**config.mk**
```make
export PLATFORM = sky130hd
export DESIGN_NAME = field_double_scan
export DESIGN_NICKNAME = d
export VERILOG_FILES = /design/src/rtl/fds_pkg.sv /design/src/rtl/fds_base_ctrl.sv /design/src/rtl/fds_line_fetch.sv /design/src/rtl/fds_pix_out.sv /design/src/rtl/field_double_scan.sv
export SDC_FILE = /design/constraint.sdc
export NUM_CORES = 1
export LEC_CHECK = 0
export BUFFER_PORTS_ARGS = -buffer_cell sky130_fd_sc_hd__buf_2
export CAP_MARGIN = 30
export CORE_MARGIN = 4
export CORE_UTILIZATION = 33
export CTS_CLUSTER_SIZE = 8
export DETAILED_ROUTE_END_ITERATION = 8
export HOLD_SLACK_MARGIN = 0.1
export PLACE_DENSITY = 0.61
export REMOVE_ABC_BUFFERS = 1
export SETUP_SLACK_MARGIN = 0.5
export SKIP_LAST_GASP = 1
export SYNTH_ARGS = -nofsm -noshare
export SYNTH_HDL_FRONTEND = slang
export SYNTH_SLANG_ARGS = --single-unit
```
**constraint.sdc**
```tcl
create_clock -name clk -period 4.4 [get_ports clk]
set_input_delay 0.22 -clock clk [delete_from_list [all_inputs] [get_ports clk]]
set_output_delay 0.22 -clock clk [all_outputs]
set_load 0.05 [all_outputs]
```
**src/rtl/fds_pkg.sv**
```systemverilog
package fds_pkg;
  // default geometry shared by the top level and its sub-blocks
  localparam int DEF_AW          = 32;
  localparam int DEF_PW          = 16;
  localparam int DEF_LINE_PIX    = 8;
  localparam int DEF_FIELD_LINES = 4;
  localparam int DEF_LINE_STRIDE = 32;
endpackage

```
**src/rtl/fds_base_ctrl.sv**
```systemverilog
module fds_base_ctrl #(
  parameter int AW          = 32,
  parameter int FIELD_LINES = 4,
  parameter int LINE_STRIDE = 32
) (
  input  logic          clk,
  input  logic          rst_n,
  input  logic          wr_en,
  input  logic [AW-1:0] wr_addr,
  input  logic          frame_start,
  input  logic          pair_done,
  output logic          fetch_go,
  output logic [AW-1:0] fetch_base
);
  localparam int FW = (FIELD_LINES > 1) ? $clog2(FIELD_LINES) : 1;
  localparam logic [FW-1:0] LAST_FLD = FW'(FIELD_LINES - 1);
  localparam logic [AW-1:0] STEP     = AW'(LINE_STRIDE);

  logic [AW-1:0] shadow_q;
  logic [AW-1:0] line_q;
  logic [FW-1:0] fld_q;
  logic          advance;

  // step to the next field line only after its second display copy
  assign advance    = pair_done && !frame_start && (fld_q != LAST_FLD);
  assign fetch_go   = frame_start || advance;
  assign fetch_base = frame_start ? shadow_q : (line_q + STEP);

  always_ff @(posedge clk) begin
    if (!rst_n) begin
      shadow_q <= '0;
      line_q   <= '0;
      fld_q    <= '0;
    end else begin
      if (wr_en) shadow_q <= wr_addr;
      if (frame_start) begin
        line_q <= shadow_q;
        fld_q  <= '0;
      end else if (advance) begin
        line_q <= line_q + STEP;
        fld_q  <= fld_q + 1'b1;
      end
    end
  end


  line_step_chk: assert property (@(posedge clk) disable iff (!rst_n)
    advance |=> line_q == $past(line_q) + STEP);


  base_frozen_chk: assert property (@(posedge clk) disable iff (!rst_n)
    (!frame_start && !advance) |=> $stable(line_q));
endmodule

```
**src/rtl/fds_line_fetch.sv**
```systemverilog
module fds_line_fetch #(
  parameter int AW       = 32,
  parameter int PW       = 16,
  parameter int LINE_PIX = 8
) (
  input  logic                        clk,
  input  logic                        rst_n,
  input  logic                        go,
  input  logic [AW-1:0]               base,
  output logic                        req_valid,
  input  logic                        req_ready,
  output logic [AW-1:0]               req_addr,
  input  logic                        rsp_valid,
  input  logic [PW-1:0]               rsp_data,
  input  logic [$clog2(LINE_PIX)-1:0] rd_idx,
  output logic [PW-1:0]               rd_data,
  output logic [$clog2(LINE_PIX+1)-1:0] fill_cnt
);
  localparam int IW = $clog2(LINE_PIX);
  localparam int CW = $clog2(LINE_PIX + 1);
  localparam logic [CW-1:0] FULL     = CW'(LINE_PIX);
  localparam logic [CW-1:0] LAST_REQ = CW'(LINE_PIX - 1);

  logic [CW-1:0] req_cnt_q;
  logic [CW-1:0] fill_q;
  logic          busy_q;
  logic [AW-1:0] addr_q;
  logic [PW-1:0] line_mem [LINE_PIX];
  logic          take_rsp;

  assign req_valid = busy_q;
  assign req_addr  = addr_q;
  assign fill_cnt  = fill_q;
  assign rd_data   = line_mem[rd_idx];
  assign take_rsp  = rsp_valid && !go && (fill_q != FULL);

  always_ff @(posedge clk) begin
    if (!rst_n) begin
      busy_q    <= 1'b0;
      req_cnt_q <= '0;
      addr_q    <= '0;
      fill_q    <= '0;
    end else if (go) begin
      busy_q    <= 1'b1;
      req_cnt_q <= '0;
      addr_q    <= base;
      fill_q    <= '0;
    end else begin
      if (busy_q && req_ready) begin
        addr_q    <= addr_q + 1'b1;
        req_cnt_q <= req_cnt_q + 1'b1;
        if (req_cnt_q == LAST_REQ) busy_q <= 1'b0;
      end
      if (take_rsp) fill_q <= fill_q + 1'b1;
    end
  end

  always_ff @(posedge clk) begin
    if (take_rsp) line_mem[IW'(fill_q)] <= rsp_data;
  end


  req_hold_chk: assert property (@(posedge clk) disable iff (!rst_n)
    (req_valid && !req_ready && !go) |=> (req_valid && $stable(req_addr)));


  req_bound_chk: assert property (@(posedge clk) disable iff (!rst_n)
    req_valid |-> (req_cnt_q < FULL));


  fill_bound_chk: assert property (@(posedge clk) disable iff (!rst_n)
    fill_q <= FULL);
endmodule

```
**src/rtl/fds_pix_out.sv**
```systemverilog
module fds_pix_out #(
  parameter int PW          = 16,
  parameter int LINE_PIX    = 8,
  parameter int FIELD_LINES = 4
) (
  input  logic                          clk,
  input  logic                          rst_n,
  input  logic                          frame_start,
  input  logic                          line_start,
  input  logic [$clog2(LINE_PIX+1)-1:0] fill_cnt,
  output logic [$clog2(LINE_PIX)-1:0]   rd_idx,
  input  logic [PW-1:0]                 rd_data,
  output logic                          pix_valid,
  input  logic                          pix_ready,
  output logic [PW-1:0]                 pix_data,
  output logic                          pix_last,
  output logic                          underrun,
  output logic                          pair_done
);
  localparam int IW = $clog2(LINE_PIX);
  localparam int CW = $clog2(LINE_PIX + 1);
  localparam int DL = 2 * FIELD_LINES;
  localparam int DW = $clog2(DL + 1);
  localparam logic [IW-1:0] END_IDX = IW'(LINE_PIX - 1);
  localparam logic [DW-1:0] DL_END  = DW'(DL);

  logic          busy_q;
  logic [IW-1:0] idx_q;
  logic [DW-1:0] dl_q;
  logic          vld_q, last_q, und_q;
  logic [PW-1:0] dat_q;
  logic          load, have, end_px, start;

  assign load      = busy_q && (!vld_q || pix_ready);
  assign have      = CW'(idx_q) < fill_cnt;
  assign end_px    = (idx_q == END_IDX);
  assign start     = line_start && !frame_start && !busy_q && (dl_q != DL_END);
  assign pair_done = load && end_px && dl_q[0];
  assign rd_idx    = idx_q;

  assign pix_valid = vld_q;
  assign pix_data  = dat_q;
  assign pix_last  = last_q;
  assign underrun  = und_q;

  // display-line sequencing
  always_ff @(posedge clk) begin
    if (!rst_n) begin
      busy_q <= 1'b0;
      idx_q  <= '0;
      dl_q   <= '0;
    end else if (frame_start) begin
      busy_q <= 1'b0;
      dl_q   <= '0;
    end else if (start) begin
      busy_q <= 1'b1;
      idx_q  <= '0;
    end else if (load && end_px) begin
      busy_q <= 1'b0;
      dl_q   <= dl_q + 1'b1;
    end else if (load) begin
      idx_q <= idx_q + 1'b1;
    end
  end

  // output register stage
  always_ff @(posedge clk) begin
    if (!rst_n) begin
      vld_q  <= 1'b0;
      last_q <= 1'b0;
      dat_q  <= '0;
      und_q  <= 1'b0;
    end else if (load) begin
      vld_q  <= 1'b1;
      last_q <= end_px;
      dat_q  <= have ? rd_data : '0;
      if (!have) und_q <= 1'b1;
    end else if (pix_ready) begin
      vld_q <= 1'b0;
    end
  end


  pix_hold_chk: assert property (@(posedge clk) disable iff (!rst_n)
    (pix_valid && !pix_ready) |=> (pix_valid && $stable(pix_data) && $stable(pix_last)));


  und_sticky_chk: assert property (@(posedge clk) disable iff (!rst_n)
    underrun |=> underrun);


  und_black_chk: assert property (@(posedge clk) disable iff (!rst_n)
    $rose(underrun) |-> (pix_valid && pix_data == '0));


  frame_end_chk: assert property (@(posedge clk) disable iff (!rst_n)
    (dl_q == DL_END && !frame_start && !busy_q) |=> !busy_q);
endmodule

```
**src/rtl/field_double_scan.sv**
```systemverilog
module field_double_scan #(
  parameter int AW          = fds_pkg::DEF_AW,
  parameter int PW          = fds_pkg::DEF_PW,
  parameter int LINE_PIX    = fds_pkg::DEF_LINE_PIX,
  parameter int FIELD_LINES = fds_pkg::DEF_FIELD_LINES,
  parameter int LINE_STRIDE = fds_pkg::DEF_LINE_STRIDE
) (
  input  logic          clk,
  input  logic          rst_n,
  input  logic          cfg_wr_en,
  input  logic [AW-1:0] cfg_wr_addr,
  input  logic          frame_start,
  input  logic          line_start,
  output logic          rd_req_valid,
  input  logic          rd_req_ready,
  output logic [AW-1:0] rd_req_addr,
  input  logic          rd_rsp_valid,
  input  logic [PW-1:0] rd_rsp_data,
  output logic          pix_valid,
  input  logic          pix_ready,
  output logic [PW-1:0] pix_data,
  output logic          pix_last,
  output logic          underrun
);
  localparam int IW = $clog2(LINE_PIX);
  localparam int CW = $clog2(LINE_PIX + 1);

  logic          fetch_go;
  logic [AW-1:0] fetch_base;
  logic          pair_done;
  logic [IW-1:0] rd_idx;
  logic [PW-1:0] rd_data;
  logic [CW-1:0] fill_cnt;

  fds_base_ctrl #(
    .AW(AW), .FIELD_LINES(FIELD_LINES), .LINE_STRIDE(LINE_STRIDE)
  ) u_base (
    .clk(clk), .rst_n(rst_n),
    .wr_en(cfg_wr_en), .wr_addr(cfg_wr_addr),
    .frame_start(frame_start), .pair_done(pair_done),
    .fetch_go(fetch_go), .fetch_base(fetch_base)
  );

  fds_line_fetch #(
    .AW(AW), .PW(PW), .LINE_PIX(LINE_PIX)
  ) u_fetch (
    .clk(clk), .rst_n(rst_n),
    .go(fetch_go), .base(fetch_base),
    .req_valid(rd_req_valid), .req_ready(rd_req_ready), .req_addr(rd_req_addr),
    .rsp_valid(rd_rsp_valid), .rsp_data(rd_rsp_data),
    .rd_idx(rd_idx), .rd_data(rd_data), .fill_cnt(fill_cnt)
  );

  fds_pix_out #(
    .PW(PW), .LINE_PIX(LINE_PIX), .FIELD_LINES(FIELD_LINES)
  ) u_out (
    .clk(clk), .rst_n(rst_n),
    .frame_start(frame_start), .line_start(line_start),
    .fill_cnt(fill_cnt), .rd_idx(rd_idx), .rd_data(rd_data),
    .pix_valid(pix_valid), .pix_ready(pix_ready),
    .pix_data(pix_data), .pix_last(pix_last),
    .underrun(underrun), .pair_done(pair_done)
  );
endmodule

```
==> results.cfg <==
[worst_setup_path]
critPathMaxFanout = 14
reg2reg_slack_ns = 1.47
r2r_end = u_fetch.req_addr[20]$_SDFFE_PN0P_
r2r_cells = 8
worst_ep_arrival_time_ns = 3.37
startpoint_type = flip-flop
critPathLaunch = u_out.rd_idx[0]$_SDFFE_PN0P_
cp-end-kind = flip-flop
r2r-start = u_out.rd_idx[0]$_SDFFE_PN0P_
crit_required_ns = 4.84
critPathKind = flip-flop to flip-flop

[layout]
n_fill_cell = 3240
final_cell_mix = 135 x dfxtp_1, 128 x edfxtp_1, 107 x buf_2, 104 x nand2_1, 86 x nor2_1
fin_nets = 1229
synthToLayoutAreaGrowth_pct = 23.6
fin_area_um2 = 14100
final_common_cell = dfxtp_1
final_layout_size_suffix_gt1_frac = 0.187

[clocking]
cts_setup_buffers = 0
clockRootBuffer = clkbuf_16
cts_buffers = 39
cts_tree = built
cts_buffer_depth = 3
cts_resized = 0
ctsHoldBuffers = 51
clk_pin_slew_worst_paths_ns = 0.05
clock-sinks = 265
clock_latency_ns = 0.53
htreeDepth = 2

[synth]
postSynthCellCount = 1000
synth_edf_count = 128
yosysUniqueCellTypes = 61
async_reset_ff_frac = 0
ys_seq_area_frac = 0.577
avgSynthCellArea_um2 = 11.4
ys.flop_type = dfxtp_1
ys_ff_latch = 265
synth_area_um2 = 11400
ys_warn_count = 0

[power_and_ir_drop]
power.leakage_nw = 4.96
power_frac_clock = 0.475
p_sw_mw = 1.30
powerDensity_nw_per_um2 = 405
ir_drop_mv = 0.426
power_frac_seq = 0.470
internal_power_mw = 4.41
comb_power_share = 0.056
p_total_mw = 5.71
sw_frac_of_total = 0.228

[timing]
min_period_ns = 2.93
fin_crit_sh = 0.667
maxSlewHeadroom = 0.435
fin_worst_skew_ns = 0.0140
worst_slew_pin_slew_ns = 0.847
fin_tns_setup_ns = 0
rsz0062_at_grt = false
setup_violations = 0
fin_ws_ns = 1.47
fmax_mhz = 341
hold_violations = 0
drv_slew = 0

[drt]
first_pass_iters = 5
post_drt_wl_per_cell_um = 18.0
drc = 0
via_per_inst = 5.20
postRouteAntennaNets = 0
wl_met3_mm = 1.79
vias = 8486
drt-initial-drc-count = 622
highest_layer = met4
wl_met2_mm = 13.4
drt_wl_total_mm = 29.3
wl_met1_mm = 13.1

[hold_path]
hold_end = u_out.pix_valid$_SDFFE_PN0P_
hp-class = input pin to flip-flop
hold_depth = 4
hold_start = pix_ready

[placement]
dp_hpwl_mm = 18.9
placed_cell_area_um2 = 12500
pre_cts_ws_ns = 1.50
gp_congestion = 0.869
port_buffers = 107

[global_routing]
grt.overflow.total = 0
grt_antenna_before_repair = 1
grt_pass1_vias = 8389
grt_usage = 0.152
grt_max_degree = 47
grt_pass1_wl_mm = 46.9

[floorplan]
rows = 67
die_w_um = 194
start_util = 0.337
core_um2 = 33900
die-area_um2 = 37600
die_y_um = 194
ios = 108

[job]
cap_violations = 0

[run_status]
status = finished, final reports clean
## stage by stage
stage,util,instances,hold WS (ns)
finish,0.417,1631,0.136
global route,0.417,1631,0.151
CTS,0.416,1629,0.122
detailed placement,0.368,1516,0.445
global placement,0.368,1516,0.437
floorplan,-,941,0.319
## cell usage after synthesis, types with 4 or more instances
master | instances | area, um2
a211oi_1 | 8 | 60.1
a21o_1 | 4 | 30.0
a21oi_1 | 52 | 260
a22o_1 | 10 | 87.6
a22oi_1 | 5 | 37.5
a31oi_1 | 13 | 81.3
and2_1 | 7 | 43.8
and3_1 | 8 | 50.1
and4_1 | 5 | 43.8
buf_1 | 5 | 18.8
buf_2 | 8 | 40.0
clkbuf_1 | 44 | 165
dfxtp_1 | 137 | 2740
edfxtp_1 | 128 | 3840
ha_1 | 12 | 150
inv_1 | 24 | 90.1
mux2i_1 | 56 | 561
mux4_2 | 32 | 721
nand2_1 | 104 | 390
nand3_1 | 23 | 115
nand4_1 | 16 | 100
nor2_1 | 86 | 323
nor3_1 | 21 | 105
nor4_1 | 14 | 87.6
o211ai_1 | 4 | 30.0
o21a_1 | 4 | 30.0
o21ai_0 | 61 | 305
or3_1 | 22 | 138
xnor2_1 | 30 | 263
xor2_1 | 13 | 114
## metal layers
metal  vias up  global-route usage
met5         -                   0
met4         0              0.0578
met3        71              0.0288
met2       286               0.241
met1      4100               0.208
li1       4029                   -
## sequential cells by signal, indices dropped and copies added, names as in the netlist, named ones only
register           cells
u_fetch.line_mem     128
u_out.rd_idx           3
u_base.line_q         32
u_fetch.req_addr      32
u_base.fld_q           2
u_out.pix_last         1
u_out.dl_q             4
u_fetch.req_valid      1
u_out.pix_data        16
u_fetch.req_cnt_q      4
u_base.shadow_q       32
u_fetch.fill_cnt       4
u_out.underrun         1
u_out.busy_q           1
u_out.pix_valid        1
## power by group through the flow
stage / clock (mW) / sequential [mW] / combinational, mW
floorplan: 0 / 2.75 / 0.127
finish: 2.71 / 2.68 / 0.317
global route: 2.87 / 2.69 / 0.349
CTS: 2.77 / 2.68 / 0.319
global placement: 0 / 2.73 / 0.278
detailed placement: 0 / 2.73 / 0.281
## kinds of logic after synthesis
| kind of cell | count (synthesis) | share of synthesized area |
|---|---|---|
| DFF | 265 | 0.577 |
| xor gates and xnor gates | 43 | 0.0330 |
| muxes | 88 | 0.112 |
| adders and majority gates | 12 | 0.0132 |
| AOI/OAI and AO/OA | 186 | 0.100 |
| and+or+nand+nor | 322 | 0.136 |
| buffers and inverters | 84 | 0.0287 |
## final cells by class
type | instances | area [um2] | share of cell area
diodes | 1 | 2.50 | 0.000177
clock buffers | 58 | 1050 | 0.0742
clock inverters | 4 | 62.6 | 0.00443
inverters | 25 | 93.8 | 0.00665
multi-input cells | 651 | 4530 | 0.321
flip-flops and latches | 265 | 6590 | 0.467
well taps | 448 | 561 | 0.0397
repair buffers | 179 | 1220 | 0.0862
## how the worst max path moves through the flow
stage	slack (ns)	endpoint
3_5_place_dp	1.50	u_base.line_q[27]$_SDFFE_PN0P_
3_3_place_gp	1.68	u_fetch.req_addr[20]$_SDFFE_PN0P_
4_1_cts	1.49	u_base.line_q[27]$_SDFFE_PN0P_
6_report	1.47	u_fetch.req_addr[20]$_SDFFE_PN0P_
2_1_floorplan	0.44	u_fetch.line_mem[0][0]$_DFFE_PP_
5_1_grt	1.22	u_fetch.req_addr[12]$_SDFFE_PN0P_
## worst max-delay path, cell delays in order, from the launching register on
cell      delay (ns)
dfxtp_1         0.35
ha_1            0.16
ha_1            0.19
and3b_1         0.20
nand3_1         0.52
nor2_1          0.84
o21a_1          0.26
o21ai_0         0.11
a211oi_1        0.21
Note: power is estimated with default switching activity, not from simulation.
